## src/rtl/loop_buffer_pkg.sv

```systemverilog
`timescale 1ns/1ps
package loop_buffer_pkg;
    typedef enum logic [1:0] {
        LB_IDLE = 2'd0,
        LB_FILL = 2'd1,
        LB_RUN  = 2'd2
    } lb_state_e;
endpackage

```

## src/rtl/lb_tags.sv

```systemverilog
`timescale 1ns/1ps
// Per-way base/count/valid, candidate register and LRU pointer, plus compare.
module lb_tags #(
    parameter int AW    = 16,
    parameter int WAYS  = 2,
    parameter int DEPTH = 8,
    parameter int WW    = 1,
    parameter int CW    = 4
) (
    input  logic          clk,
    input  logic          rst_n,
    input  logic [AW-1:0] br_target,
    input  logic          alloc_en,
    input  logic [WW-1:0] alloc_way,
    input  logic          close_en,
    input  logic [WW-1:0] close_way,
    input  logic [CW-1:0] close_cnt,
    input  logic          hit_en,
    input  logic          cand_load,
    input  logic [WW-1:0] sel_way,
    output logic          hit_any,
    output logic [WW-1:0] hit_way,
    output logic          cand_hit,
    output logic [WW-1:0] victim,
    output logic [AW-1:0] sel_base,
    output logic [CW-1:0] sel_cnt
);
    logic [AW-1:0]   base [WAYS];
    logic [CW-1:0]   cnt  [WAYS];
    logic [WAYS-1:0] vld;
    logic [WAYS-1:0] match;
    logic [AW-1:0]   cand;
    logic            cand_vld;
    logic            lru;

    // a way being closed this slot is already eligible for a hit
    for (genvar w = 0; w < WAYS; w++) begin : g_cmp
        assign match[w] = (vld[w] || (close_en && (close_way == WW'(w))))
                          && (base[w] == br_target);
    end

    always_comb begin
        hit_any = |match;
        hit_way = '0;
        for (int w = WAYS - 1; w >= 0; w--) begin
            if (match[w]) hit_way = WW'(w);
        end
    end

    assign cand_hit = cand_vld && (cand == br_target);
    assign victim   = (WAYS > 1) ? WW'(lru) : '0;
    assign sel_base = base[sel_way];
    assign sel_cnt  = cnt[sel_way];

    always_ff @(posedge clk) begin
        if (!rst_n) begin
            vld      <= '0;
            cand     <= '0;
            cand_vld <= 1'b0;
            lru      <= 1'b0;
            for (int w = 0; w < WAYS; w++) begin
                base[w] <= '0;
                cnt[w]  <= '0;
            end
        end else begin
            if (close_en) begin
                vld[close_way] <= 1'b1;
                cnt[close_way] <= close_cnt;
            end
            if (alloc_en) begin
                vld[alloc_way]  <= 1'b0;
                base[alloc_way] <= br_target;
                cand_vld        <= 1'b0;
                lru             <= ~alloc_way[0];
            end
            if (hit_en) lru <= ~hit_way[0];
            if (cand_load) begin
                cand     <= br_target;
                cand_vld <= 1'b1;
            end
        end
    end
endmodule

```

## src/rtl/lb_ctrl.sv

```systemverilog
`timescale 1ns/1ps
// IDLE/FILL/RUN sequencer: issues fetch-side write and read commands.
module lb_ctrl
    import loop_buffer_pkg::*;
#(
    parameter int DEPTH = 8,
    parameter int WW    = 1,
    parameter int CW    = 4,
    parameter int XW    = 3
) (
    input  logic          clk,
    input  logic          rst_n,
    input  logic          br_taken,
    input  logic          hit_any,
    input  logic [WW-1:0] hit_way,
    input  logic          cand_hit,
    input  logic [WW-1:0] victim,
    input  logic [CW-1:0] sel_cnt,
    output lb_state_e     state,
    output logic [CW-1:0] idx,
    output logic [WW-1:0] way_r,
    output logic          alloc_en,
    output logic          close_en,
    output logic          hit_en,
    output logic          cand_load,
    output logic          cancel,
    output logic          redirect,
    output logic          wr_en,
    output logic [WW-1:0] wr_way,
    output logic [XW-1:0] wr_idx,
    output logic          rd_en,
    output logic [WW-1:0] rd_way,
    output logic [XW-1:0] rd_idx
);
    localparam logic [CW-1:0] DEPTH_C = CW'(DEPTH);

    lb_state_e     st_n;
    logic [CW-1:0] idx_n;
    logic [WW-1:0] way_n;

    always_ff @(posedge clk) begin
        if (!rst_n) begin
            state <= LB_IDLE;
            idx   <= '0;
            way_r <= '0;
        end else begin
            state <= st_n;
            idx   <= idx_n;
            way_r <= way_n;
        end
    end

    always_comb begin
        st_n      = state;
        idx_n     = idx;
        way_n     = way_r;
        alloc_en  = 1'b0;
        hit_en    = 1'b0;
        cand_load = 1'b0;
        cancel    = 1'b0;
        redirect  = 1'b0;
        wr_en     = 1'b0;
        wr_way    = way_r;
        wr_idx    = idx[XW-1:0];
        rd_en     = 1'b0;
        rd_way    = way_r;
        rd_idx    = idx[XW-1:0];
        close_en  = (state == LB_FILL) && br_taken;
        if (br_taken) begin
            if (hit_any) begin
                hit_en = 1'b1;
                cancel = 1'b1;
                rd_en  = 1'b1;
                rd_way = hit_way;
                rd_idx = '0;
                st_n   = LB_RUN;
                idx_n  = CW'(1);
                way_n  = hit_way;
            end else if (cand_hit) begin
                alloc_en = 1'b1;
                wr_en    = 1'b1;
                wr_way   = victim;
                wr_idx   = '0;
                st_n     = LB_FILL;
                idx_n    = CW'(1);
                way_n    = victim;
            end else begin
                cand_load = 1'b1;
                st_n      = LB_IDLE;
                idx_n     = '0;
            end
        end else begin
            unique case (state)
                LB_IDLE: begin
                    st_n = LB_IDLE;
                end
                LB_FILL: begin
                    if (idx < DEPTH_C) begin
                        wr_en = 1'b1;
                        idx_n = idx + CW'(1);
                    end
                end
                LB_RUN: begin
                    if (idx < sel_cnt) begin
                        cancel = 1'b1;
                        rd_en  = 1'b1;
                        idx_n  = idx + CW'(1);
                    end else begin
                        redirect = 1'b1;
                        st_n     = LB_IDLE;
                        idx_n    = '0;
                    end
                end
                default: begin
                    st_n  = LB_IDLE;
                    idx_n = '0;
                end
            endcase
        end
    end
endmodule

```

## src/rtl/lb_store.sv

```systemverilog
`timescale 1ns/1ps
// Decoded-word storage; commands are delayed to the decode stage.
module lb_store #(
    parameter int DW    = 32,
    parameter int WAYS  = 2,
    parameter int DEPTH = 8,
    parameter int LAT   = 2,
    parameter int WW    = 1,
    parameter int XW    = 3
) (
    input  logic          clk,
    input  logic          rst_n,
    input  logic          wr_en,
    input  logic [WW-1:0] wr_way,
    input  logic [XW-1:0] wr_idx,
    input  logic          rd_en,
    input  logic [WW-1:0] rd_way,
    input  logic [XW-1:0] rd_idx,
    input  logic [DW-1:0] dec_word,
    output logic          replay_valid,
    output logic [DW-1:0] replay_word
);
    logic [DW-1:0]  mem [WAYS][DEPTH];
    logic [LAT-1:0] wv;
    logic [LAT-1:0] rv;
    logic [WW-1:0]  wwy [LAT];
    logic [XW-1:0]  wix [LAT];
    logic [WW-1:0]  rwy [LAT];
    logic [XW-1:0]  rix [LAT];

    always_ff @(posedge clk) begin
        if (!rst_n) begin
            wv <= '0;
            rv <= '0;
            for (int i = 0; i < LAT; i++) begin
                wwy[i] <= '0;
                wix[i] <= '0;
                rwy[i] <= '0;
                rix[i] <= '0;
            end
        end else begin
            wv[0]  <= wr_en;
            wwy[0] <= wr_way;
            wix[0] <= wr_idx;
            rv[0]  <= rd_en;
            rwy[0] <= rd_way;
            rix[0] <= rd_idx;
            for (int i = 1; i < LAT; i++) begin
                wv[i]  <= wv[i-1];
                wwy[i] <= wwy[i-1];
                wix[i] <= wix[i-1];
                rv[i]  <= rv[i-1];
                rwy[i] <= rwy[i-1];
                rix[i] <= rix[i-1];
            end
        end
    end

    always_ff @(posedge clk) begin
        if (wv[LAT-1]) mem[wwy[LAT-1]][wix[LAT-1]] <= dec_word;
    end

    assign replay_valid = rv[LAT-1];
    assign replay_word  = rv[LAT-1] ? mem[rwy[LAT-1]][rix[LAT-1]] : '0;
endmodule

```

## src/rtl/loop_buffer.sv

```systemverilog
`timescale 1ns/1ps
module loop_buffer
    import loop_buffer_pkg::*;
#(
    parameter int ADDR_W  = 16,
    parameter int WORD_W  = 32,
    parameter int DEPTH   = 8,
    parameter int WAYS    = 2,
    parameter int DEC_LAT = 2
) (
    input  logic              clk,
    input  logic              rst_n,
    input  logic              br_taken,
    input  logic [ADDR_W-1:0] br_target,
    input  logic [WORD_W-1:0] dec_word,
    output logic              fetch_cancel,
    output logic              redirect_valid,
    output logic [ADDR_W-1:0] redirect_addr,
    output logic              replay_valid,
    output logic [WORD_W-1:0] replay_word
);
    localparam int WW = (WAYS > 1) ? $clog2(WAYS) : 1;
    localparam int CW = $clog2(DEPTH + 1);
    localparam int XW = (DEPTH > 1) ? $clog2(DEPTH) : 1;

    lb_state_e   st;
    logic [CW-1:0] idx;
    logic [WW-1:0] way_r, hit_way, victim, wr_way, rd_way;
    logic [XW-1:0] wr_idx, rd_idx;
    logic          hit_any, cand_hit, alloc_en, close_en, hit_en, cand_load;
    logic          wr_en, rd_en, redirect;
    logic [ADDR_W-1:0] sel_base;
    logic [CW-1:0]     sel_cnt;

    lb_tags #(.AW(ADDR_W), .WAYS(WAYS), .DEPTH(DEPTH), .WW(WW), .CW(CW)) tags_i (
        .clk(clk), .rst_n(rst_n), .br_target(br_target),
        .alloc_en(alloc_en), .alloc_way(victim),
        .close_en(close_en), .close_way(way_r), .close_cnt(idx),
        .hit_en(hit_en), .cand_load(cand_load), .sel_way(way_r),
        .hit_any(hit_any), .hit_way(hit_way), .cand_hit(cand_hit),
        .victim(victim), .sel_base(sel_base), .sel_cnt(sel_cnt)
    );

    lb_ctrl #(.DEPTH(DEPTH), .WW(WW), .CW(CW), .XW(XW)) ctrl_i (
        .clk(clk), .rst_n(rst_n), .br_taken(br_taken),
        .hit_any(hit_any), .hit_way(hit_way), .cand_hit(cand_hit),
        .victim(victim), .sel_cnt(sel_cnt),
        .state(st), .idx(idx), .way_r(way_r),
        .alloc_en(alloc_en), .close_en(close_en), .hit_en(hit_en),
        .cand_load(cand_load), .cancel(fetch_cancel), .redirect(redirect),
        .wr_en(wr_en), .wr_way(wr_way), .wr_idx(wr_idx),
        .rd_en(rd_en), .rd_way(rd_way), .rd_idx(rd_idx)
    );

    lb_store #(.DW(WORD_W), .WAYS(WAYS), .DEPTH(DEPTH), .LAT(DEC_LAT),
               .WW(WW), .XW(XW)) store_i (
        .clk(clk), .rst_n(rst_n),
        .wr_en(wr_en), .wr_way(wr_way), .wr_idx(wr_idx),
        .rd_en(rd_en), .rd_way(rd_way), .rd_idx(rd_idx),
        .dec_word(dec_word),
        .replay_valid(replay_valid), .replay_word(replay_word)
    );

    assign redirect_valid = redirect;
    assign redirect_addr  = redirect ? (sel_base + ADDR_W'(sel_cnt)) : '0;
endmodule

```

## config.mk

```make
export PLATFORM = sky130hd
export DESIGN_NAME = loop_buffer
export DESIGN_NICKNAME = d
export VERILOG_FILES = /design/src/rtl/loop_buffer_pkg.sv /design/src/rtl/lb_tags.sv /design/src/rtl/lb_ctrl.sv /design/src/rtl/lb_store.sv /design/src/rtl/loop_buffer.sv
export SDC_FILE = /design/constraint.sdc
export NUM_CORES = 1
export LEC_CHECK = 0
export ABC_CLOCK_PERIOD_IN_PS = 4930
export BUFFER_PORTS_ARGS = -buffer_cell sky130_fd_sc_hd__buf_2
export CORE_ASPECT_RATIO = 1.4
export CORE_MARGIN = 2
export CORE_UTILIZATION = 52
export DETAILED_ROUTE_END_ITERATION = 12
export PLACE_DENSITY = 0.69
export SLEW_MARGIN = 0
export SYNTH_ARGS = -nofsm -noshare
export SYNTH_HDL_FRONTEND = slang
export SYNTH_HIERARCHICAL = 1
export SYNTH_SLANG_ARGS = --single-unit
```

## constraint.sdc

```tcl
create_clock -name clk -period 4.93 [get_ports clk]
set_clock_uncertainty 0.2 [all_clocks]
set_input_delay 1.2325 -clock clk [delete_from_list [all_inputs] [get_ports clk]]
set_output_delay 1.2325 -clock clk [all_outputs]
set_load 0.1 [all_outputs]
```

==> impl_metrics.ini, run 1 <==
[run_status]
run_status = complete, no violations

[drt]
dr_total_vias = 13600
post_drt_wl_per_cell_um = 23.5
final_antenna_net_count = 0
finalWirelength_um = 54800
vias_per_cell = 5.82
drtIter0Drc = 1018
post-route-drc-count = 0
firstDrtPassIters = 5

[yosys]
synth-async-reset-ratio = 0
synthMostInstantiatedCell = edfxtp_1
synth_xor_area_frac = 0.0169
synth_cell_types = 68
synthSimpleGateAreaFrac = 0.0565
post_synth.cell_area_avg_um2 = 16.1
synth.area.mux_share = 0.123
synth_common_cells = edfxtp_1 (552), mux2i_1 (262), a22oi_1 (112), nand2_1 (83), and2_1 (55)
synth_top_area_frac = 0.667
syn_nets = 1603
synth_top_family_by_area = multiplexers
synth.ff_latch_count = 599
synth_compound_area_frac = 0.0609
synth_area_leader_cell = edfxtp_1
yosys_warnings = 6
yosysSeqAreaShare = 0.704
synth_edf_count = 552
synth_adder_area_share = 0.00634
syn_area_um2 = 24900
synth_ff_type = edfxtp_1
synth_area_leaders = edfxtp_1 (67%), mux2i_1 (11%), dfxtp_1 (3.8%), a22oi_1 (3.4%), and2_1 (1.4%)
synth_cells = 1540

[finish]
finish.utilization = 0.603
area_growth_pct = 14.3
num-nets-final = 1720
drive_gt1_frac = 0.195

[timing]
drv_slew = 0
worst_slew_pin_slew_ns = 1.27
fmaxAchievable_mhz = 210
post-route-min-period_ns = 4.76
setup_viol = 0
slew_headroom = 0.148
fin_crit_sh = 0.966
finalSetupTns_ns = 0
rsz0062_at_grt = no
hold_violations = 0

[worst_setup_path]
critPathMaxStageDelay_ns = 0.50
critPathKind = flop to primary output
r2r_slack_ns = 1.32
critPathMaxFanout = 15
end_kind = primary output
cp-start-kind = flop
critPathSlowestCell = dfxtp_2
cp_cell_sequence = mux2_2 > inv_1 > ha_1 > o211a_1 > a21oi_1 > nor2_4 > clkinv_4 > nor2_2 > buf_2
critPathRequiredTime_ns = 3.50
arrival_ns = 3.33
path_buf_inv = 3
cp_top_family = buffers and inverters

[cts]
clk_latency_ns = 0.58
clock_sinks = 599
root_buffer = clkbuf_16
cts.clk_slew.worst_paths_ns = 0.06
htree_levels = 2
cts-buffers-inserted = 54
cts_tree = done
postCtsHoldBufs = 0
clock_tree.buffer_depth = 3
post_cts_buffers = 0

[place]
gp_congestion = 0.828
detailed_place_hpwl_um = 31800
portBuffers = 101

[floorplanning]
boundaryPins = 102
die_x_um = 189
core_area_um2 = 47200
rows = 94
die_y_um = 263
die_area_um2 = 49600
start_util = 0.527

[worst_hold_path]
hp-class = flop to flop

[power_and_ir_drop]
p_per_area_nw_per_um2 = 364
total_leakage_power_uw = 0.00913
ir_drop_uv = 260

[run]
drv_cap = 0

[grt]
grt_pass1_vias = 14100
grt_pass1_wl_um = 83000
grt_max_degree = 57
grt_usage = 0.221
grt_overflow_total = 0
antenna_found_initial = 5
[cell type report]
| class | instances | area, um^2 |
|---|---|---|
| fill | 3497 | 18700 |
| timing repair buffer | 153 | 1200 |
| clock inverter | 33 | 494 |
| clock buffer | 68 | 1480 |
| antenna | 2 | 5.00 |
| sequential | 599 | 17500 |
| multi-input combinational | 827 | 6860 |
| inverter | 22 | 87.6 |
| tap | 624 | 781 |
[sequential cells by signal (all words and copies together), names as in the netlist, 4 cells and up]
| register | count |
|---|---|
| store_i/mem | 512 |
| tags_i/base | 32 |
| tags_i/cand | 16 |
| tags_i/cnt | 8 |
| store_i/rix | 6 |
| store_i/wix | 6 |
| ctrl_i/idx | 4 |
[cell usage in the layout, fill, tap and decap left out, drive strengths merged, types with 3 or more instances in the layout]
master | synthesis | layout
mux2 | 22 | 22
ha | 11 | 11
xnor2 | 23 | 23
nand3 | 6 | 6
and2 | 61 | 61
mux2i | 262 | 262
nand2b | 10 | 10
o22ai | 24 | 24
a21oi | 21 | 21
or4 | 3 | 3
o21ai | 27 | 27
bufinv | 0 | 12
nor2 | 25 | 25
o21a | 3 | 3
buf | 60 | 152
nand4 | 8 | 8
nor3 | 15 | 15
clkbuf | 32 | 69
nand2 | 83 | 83
nor3b | 3 | 3
inv | 21 | 26
nor2b | 23 | 23
a221oi | 8 | 8
a22oi | 112 | 112
o211ai | 3 | 3
or3 | 5 | 5
nor4 | 8 | 8
clkinv | 1 | 17
a211oi | 5 | 5
dfxtp | 47 | 47
mux4 | 8 | 8
xor2 | 25 | 25
edfxtp | 552 | 552
[metal layers]
| layer | global-route usage | vias to the layer above | wire length [um] |
|---|---|---|---|
| met5 | 0 | - | 26 |
| met4 | 0.0758 | 6 | 1660 |
| met3 | 0.0373 | 109 | 3530 |
| met2 | 0.393 | 472 | 28300 |
| met1 | 0.272 | 6807 | 21300 |
| li1 | - | 6165 | - |
[worst reg2reg max path, delay by kind of cell, from the launching register on]
| kind | cells | cell delay, ns |
|---|---|---|
| adder cells (fa/ha/maj) | 1 | 0.24 |
| buffers and inverters | 3 | 0.39 |
| flip-flops | 1 | 0.33 |
| AND/OR/NAND/NOR | 8 | 2.10 |
| AO/OA/AOI/OAI | 1 | 0.13 |
[kinds of logic (layout without fill, tap and decap cells)]
family,Yosys count,in the layout
flops,599,599
mux,292,292
simple gates,259,259
compound gates,216,216
buf+inv,114,276
xor+xnor,48,48
fa+ha+maj,12,12
other cells,0,2
[power breakdown]
group | total (uW) | internal, uW | switching [uW] | leakage (uW)
Sequential | 5570 | 5560 | 14.2 | 0.00539
Combinational | 197 | 62.9 | 134 | 0.00277
Clock | 4570 | 2760 | 1810 | 0.000967
Total | 10300 | 8380 | 1960 | 0.00913
[stage by stage]
step                      setup WS, ns  hold WS, ns  std cells  area (um^2)  total power, uW
after global placement           0.346        0.217       2225        26400             5870
after floorplan               -0.00347        0.206       1540        25000             5780
after CTS                       0.0111        0.235       2326        28400            10400
final                            0.170        0.233       2328        28400            10300
after global routing           0.00888        0.244       2327        28400            10600
after detailed placement         0.341        0.221       2225        26400             5880
[worst paths after layout]
| check | from | end | depth (start not counted) |
|---|---|---|---|
| worst max register to register | ctrl_i/state[1]$_SDFFE_PN0P_ | tags_i/base[1][6]$_SDFFCE_PN0P_ | 13 |
| worst min register to register | store_i/wwy[0][0]$_SDFF_PN0_ | store_i/wwy[0][1]$_SDFF_PN0_ | 1 |
| worst min-delay path | store_i/wwy[0][0]$_SDFF_PN0_ | store_i/wwy[0][1]$_SDFF_PN0_ | 1 |
| worst max-delay path | ctrl_i/way_r$_SDFFE_PN0P_ | redirect_addr[1] | 9 |
[what timing repair did]
action / in CTS / in global routing
resized for setup: 2 / 4
cloned: 0 / 0
setup endpoints to repair: 12 / 5
Note: power is estimated with default switching activity, not from simulation.
==> run 2: changes to the inputs <==
--- a/config.mk
+++ b/config.mk
@@ -9,9 +9,8 @@
 export BUFFER_PORTS_ARGS = -buffer_cell sky130_fd_sc_hd__buf_2
 export CORE_ASPECT_RATIO = 1.4
 export CORE_MARGIN = 2
-export CORE_UTILIZATION = 52
+export CORE_UTILIZATION = 35
 export DETAILED_ROUTE_END_ITERATION = 12
-export PLACE_DENSITY = 0.69
 export SLEW_MARGIN = 0
 export SYNTH_ARGS = -nofsm -noshare
 export SYNTH_HDL_FRONTEND = slang
==> run 2 against run 1 <==
Non-clock buffer count fell by 4. Hold slack lost 0.0079 ns. Clock-buffer cell count is 8 higher. Wire length rose by 7.1%. Fmax rose by 0.64%.
==> impl_metrics.ini, run 2 (same netlist as run 1, synthesis figures left out) <==
[finish]
finish.utilization = 0.406
num-nets-final = 1718
final_common_cell = edfxtp_1
largest_reg_flops = 512
final_cells = 2634
area_growth_pct = 15.0
antenna_cells = 0
layout_common_cells = edfxtp_1 (552), mux2i_1 (257), a22oi_1 (112)
drive_gt1_frac = 0.187

[place]
gp_congestion = 0.804
portBuffers = 101
dp.cells = 2533
detailed_place_hpwl_um = 34100

[worst_hold_path]
hp-start = store_i/wix[0][1]$_SDFF_PN0_
hp-class = flop to flop
min_path_cells = 1
min_to = store_i/wix[0][4]$_SDFF_PN0_

[timing]
slew_headroom = 0.0955
post-route-min-period_ns = 4.73
worst_slew_pin_slew_ns = 1.35
fin_crit_sh = 0.959
fmaxAchievable_mhz = 211
hold_violations = 0
setup_viol = 0
drv_slew = 0
rsz0062_at_grt = no

[power_and_ir_drop]
clockPowerShare = 0.423
internal-power_uw = 7990
seq_power_share = 0.557
swShare = 0.201
ir_drop_uv = 241
power_uw = 10000
total_leakage_power_uw = 0.00902
power_frac_comb = 0.020
p_per_area_nw_per_um2 = 350
p_switching_uw = 2010

[cts]
root_buffer = clkbuf_16
cts_tree = done
clk_latency_ns = 0.61
clock_sinks = 599
postCtsHoldBufs = 0
cts-buffers-inserted = 56
cts.clk_slew.worst_paths_ns = 0.07
htree_levels = 2
clock_tree.buffer_depth = 3

[floorplanning]
core_area_um2 = 70400
die_x_um = 229
rows = 115
die_area_um2 = 73200
die_y_um = 319
start_util = 0.353
boundaryPins = 102

[drt]
drtIter0Drc = 898
wl_met1_um = 23600
vias_per_cell = 5.14
met2_length_um = 30500
wl_met3_um = 2890
maxUsedRoutingLayer = met5
final_antenna_net_count = 0
post-route-drc-count = 0
dr_total_vias = 13500
finalWirelength_um = 58700
firstDrtPassIters = 5
post_drt_wl_per_cell_um = 22.3

[worst_setup_path]
critPathMaxFanout = 12
rr_endpoint = tags_i/base[1][6]$_SDFFCE_PN0P_
r2r_slack_ns = 1.43
end_kind = primary output
critPathKind = flop to primary output
arrival_ns = 3.30
critPathRequiredTime_ns = 3.50
worstRegToRegCells = 13
cp-start-kind = flop
cp-startpoint = ctrl_i/way_r$_SDFFE_PN0P_
reg2reg_from = ctrl_i/state[1]$_SDFFE_PN0P_

[grt]
grt_pass1_wl_um = 88000
antenna_found_initial = 2
grt_max_degree = 65
grt_usage = 0.159
grt_overflow_total = 0
grt_pass1_vias = 14100

[run]
drv_cap = 0

[run_status]
run_status = complete, no violations
==> run 2: changes by cell type in the layout (fill, tap and decap cells not counted), sizes merged <==
cell / change
clkbuf: +9
buf: -5
bufinv: -8
clkinv: +3
diode: -2
inv: -3
==> run 2: per-layer routing <==
metal	GRT usage	up-vias
met5	0	-
li1	-	6156
met1	0.191	6957
met4	0.0502	4
met2	0.288	322
met3	0.0294	108
==> run 2: repair_timing <==
item,CTS,global route
gates resized for setup,3,4
pin swaps,0,1
endpoints found under the setup margin,15,9
buffers inserted,0,0
==> run 2: through the flow <==
stage / cell area, um^2 / setup slack [ns] / hold WS [ns] / TNS [ns]
finish: 28600 / 0.200 / 0.225 / 0
global route: 28600 / 0.0524 / 0.253 / 0
CTS: 28600 / 0.0148 / 0.230 / 0
detailed placement: 26800 / 0.233 / 0.216 / 0
global placement: 26800 / 0.212 / 0.220 / 0
floorplan: 25000 / -0.00347 / 0.206 / -0.00347
==> run 2: cell type report <==
| type | count | area (um^2) |
|---|---|---|
| clock inverters | 25 | 260 |
| flip-flops and latches | 599 | 17500 |
| repair buffers | 149 | 1180 |
| fillers | 6317 | 41800 |
| inverters | 22 | 87.6 |
| well taps | 936 | 1170 |
| multi-input cells | 827 | 6850 |
| clock buffers | 76 | 1520 |
==> run 2: worst max-delay path by stage <==
stage	end	slack (ns)	depth (start not counted)
after global placement	fetch_cancel	0.21	10
after global routing	redirect_addr[6]	0.05	9
after floorplan	redirect_addr[3]	-0.003	10
after detailed placement	fetch_cancel	0.23	10
final	redirect_addr[14]	0.20	9
after CTS	redirect_addr[8]	0.01	9
==> run 2: power by group through the flow <==
stage                     combinational (uW)  clock (uW)  sequential [uW]
after global placement                   193           0             5680
after floorplan                          101           0             5680
after global routing                     220        4530             5570
after detailed placement                 200           0             5680
after CTS                                201        4340             5570
final                                    198        4230             5570
==> run 2: critical path, stage by stage (launching register included) <==
cell	delay, ns
dfxtp_4	0.41
mux2_2	0.27
ha_1	0.20
inv_1	0.07
fa_1	0.38
nor2b_1	0.26
o21ai_1	0.23
a211oi_2	0.37
mux2i_4	0.30
buf_12	0.19
==> run 3: changes to the inputs <==
==> constraint.sdc (replaced) <==
create_clock -name clk -period 4.93 [get_ports clk]
set_clock_uncertainty 0.2 [all_clocks]
set_input_delay 1.2325 -clock clk [delete_from_list [all_inputs] [get_ports clk]]
set_output_delay 1.2325 -clock clk [all_outputs]
set_load 0.005 [all_outputs]
==> run 3 against run 2 <==
Critical path depth unchanged. Combinational power decreased by 2%. Clock-buffer cell count decreased by 8. Clock power increased by 4%. Fmax increased by 0.87%. Total power increased by 1.4%. Sequential power about the same. Critical endpoint is now redirect_addr[3]. Highest routed layer unchanged.
==> impl_metrics.ini, run 3 (same netlist as run 1, synthesis figures left out) <==
[power_and_ir_drop]
ir_drop_uv = 285
p_per_area_nw_per_um2 = 359
total_leakage_power_uw = 0.00901

[worst_setup_path]
critPathKind = flop to primary output
cp_top_family = compound AO/OA/AOI/OAI gates
critPathSlowestCell = dfxtp_2
cp-start-kind = flop
end_kind = primary output
arrival_ns = 3.26
critPathMaxFanout = 15
critPathRequiredTime_ns = 3.50
critPathMaxStageDelay_ns = 0.57
cp_cell_sequence = mux2_2 > inv_1 > ha_1 > o211a_1 > a21oi_1 > nor2_1 > inv_2 > a211oi_1 > buf_2
path_buf_inv = 3

[grt]
grt_pass1_wl_um = 88000
grt_max_degree = 61
grt_pass1_vias = 14000
antenna_found_initial = 6
grt_overflow_total = 0
grt_usage = 0.159

[cts]
clk_latency_ns = 0.62
cts_tree = done
cts-resized-gates = 1
cts-buffers-inserted = 57
postCtsHoldBufs = 0
post_cts_buffers = 0
htree_levels = 2
clock_sinks = 599
clock_tree.buffer_depth = 3
root_buffer = clkbuf_16
cts.clk_slew.worst_paths_ns = 0.06

[place]
pre_cts_slack_ns = 0.266
gp_congestion = 0.816
detailed_place_hpwl_um = 34000
portBuffers = 101

[finish]
area_growth_pct = 13.7
num-nets-final = 1720
final_common_cell = edfxtp_1
largest_reg_flops = 512
layout_common_cells = edfxtp_1 (552), mux2i_1 (262), a22oi_1 (112)
n_fill_cell = 6426
drive_gt1_frac = 0.183

[timing]
hold_violations = 0
setup_viol = 0
drv_slew = 0
fmaxAchievable_mhz = 213
finalSetupTns_ns = 0
fin_crit_sh = 0.951
worst_slack_ns = 0.241
rsz0062_at_grt = no
worst_slew_pin_slew_ns = 1.37
whs_ns = 0.227
slew_headroom = 0.0825
post-route-min-period_ns = 4.69

[drt]
dr_total_vias = 13500
vias_per_cell = 5.12
finalWirelength_um = 58200
firstDrtPassIters = 5
drtIter0Drc = 973
final_antenna_net_count = 0
post_drt_wl_per_cell_um = 22.1
post-route-drc-count = 0

[floorplanning]
core_area_um2 = 70400
die_x_um = 229
start_util = 0.353
die_area_um2 = 73200
boundaryPins = 102
die_y_um = 319
rows = 115

[run]
drv_cap = 0

[worst_hold_path]
hp-class = flop to flop

[run_status]
run_status = complete, no violations
## run 3: path summary, 6_finish.rpt
| check | from | slack, ns | end | depth (start not counted) |
|---|---|---|---|---|
| worst max-delay path | ctrl_i/way_r$_SDFFE_PN0P_ | 0.24 | redirect_addr[3] | 9 |
| worst min register to register | store_i/wix[0][1]$_SDFF_PN0_ | 0.23 | store_i/wix[0][4]$_SDFF_PN0_ | 1 |
| worst min-delay path | store_i/wix[0][1]$_SDFF_PN0_ | 0.23 | store_i/wix[0][4]$_SDFF_PN0_ | 1 |
| worst max register to register | ctrl_i/state[1]$_SDFFE_PN0P_ | 1.45 | tags_i/base[1][6]$_SDFFCE_PN0P_ | 13 |
## run 3: power breakdown
group,internal (uW),switching [uW],total (uW)
registers,5560,13.0,5570
logic,61.5,133,194
clock network,2500,1880,4380
## run 3: per-layer routing
metal	global-route usage	up-vias	share of wire
li1	-	6165	-
met1	0.193	6895	0.40
met2	0.284	342	0.52
met3	0.0310	106	0.053
met4	0.0494	10	0.025
met5	0	-	0.0012
## run 3: cell type report
| type | instances | area (um^2) | share of cell area |
|---|---|---|---|
| Multi-Input combinational cell | 827 | 6680 | 0.236 |
| Timing Repair Buffer | 150 | 968 | 0.0342 |
| Antenna cell | 1 | 2.50 | 0.0000885 |
| Clock buffer | 68 | 1470 | 0.0519 |
| Tap cell | 936 | 1170 | 0.0414 |
| Sequential cell | 599 | 17500 | 0.620 |
| Inverter | 22 | 82.6 | 0.00292 |
| Clock inverter | 37 | 390 | 0.0138 |
## run 3: worst reg2reg max path: cells and delay by family, from the launching register on
kind	cells	cell delay, ns
AOI/OAI and AO/OA	1	0.10
adders and majority gates	1	0.29
buffers and inverters	3	0.37
DFF	1	0.33
and+or+nand+nor	8	1.96
## run 3: through the flow
step / cell area [um^2] / cells / power, uW / utilization
5_1_grt: 28300 / 2640 / 10500 / 0.402
6_report: 28300 / 2640 / 10100 / 0.402
3_5_place_dp: 26400 / 2533 / 5880 / 0.375
3_3_place_gp: 26400 / 2533 / 5870 / 0.375
2_1_floorplan: 24900 / 1540 / 5780 / -
4_1_cts: 28300 / 2638 / 10300 / 0.402
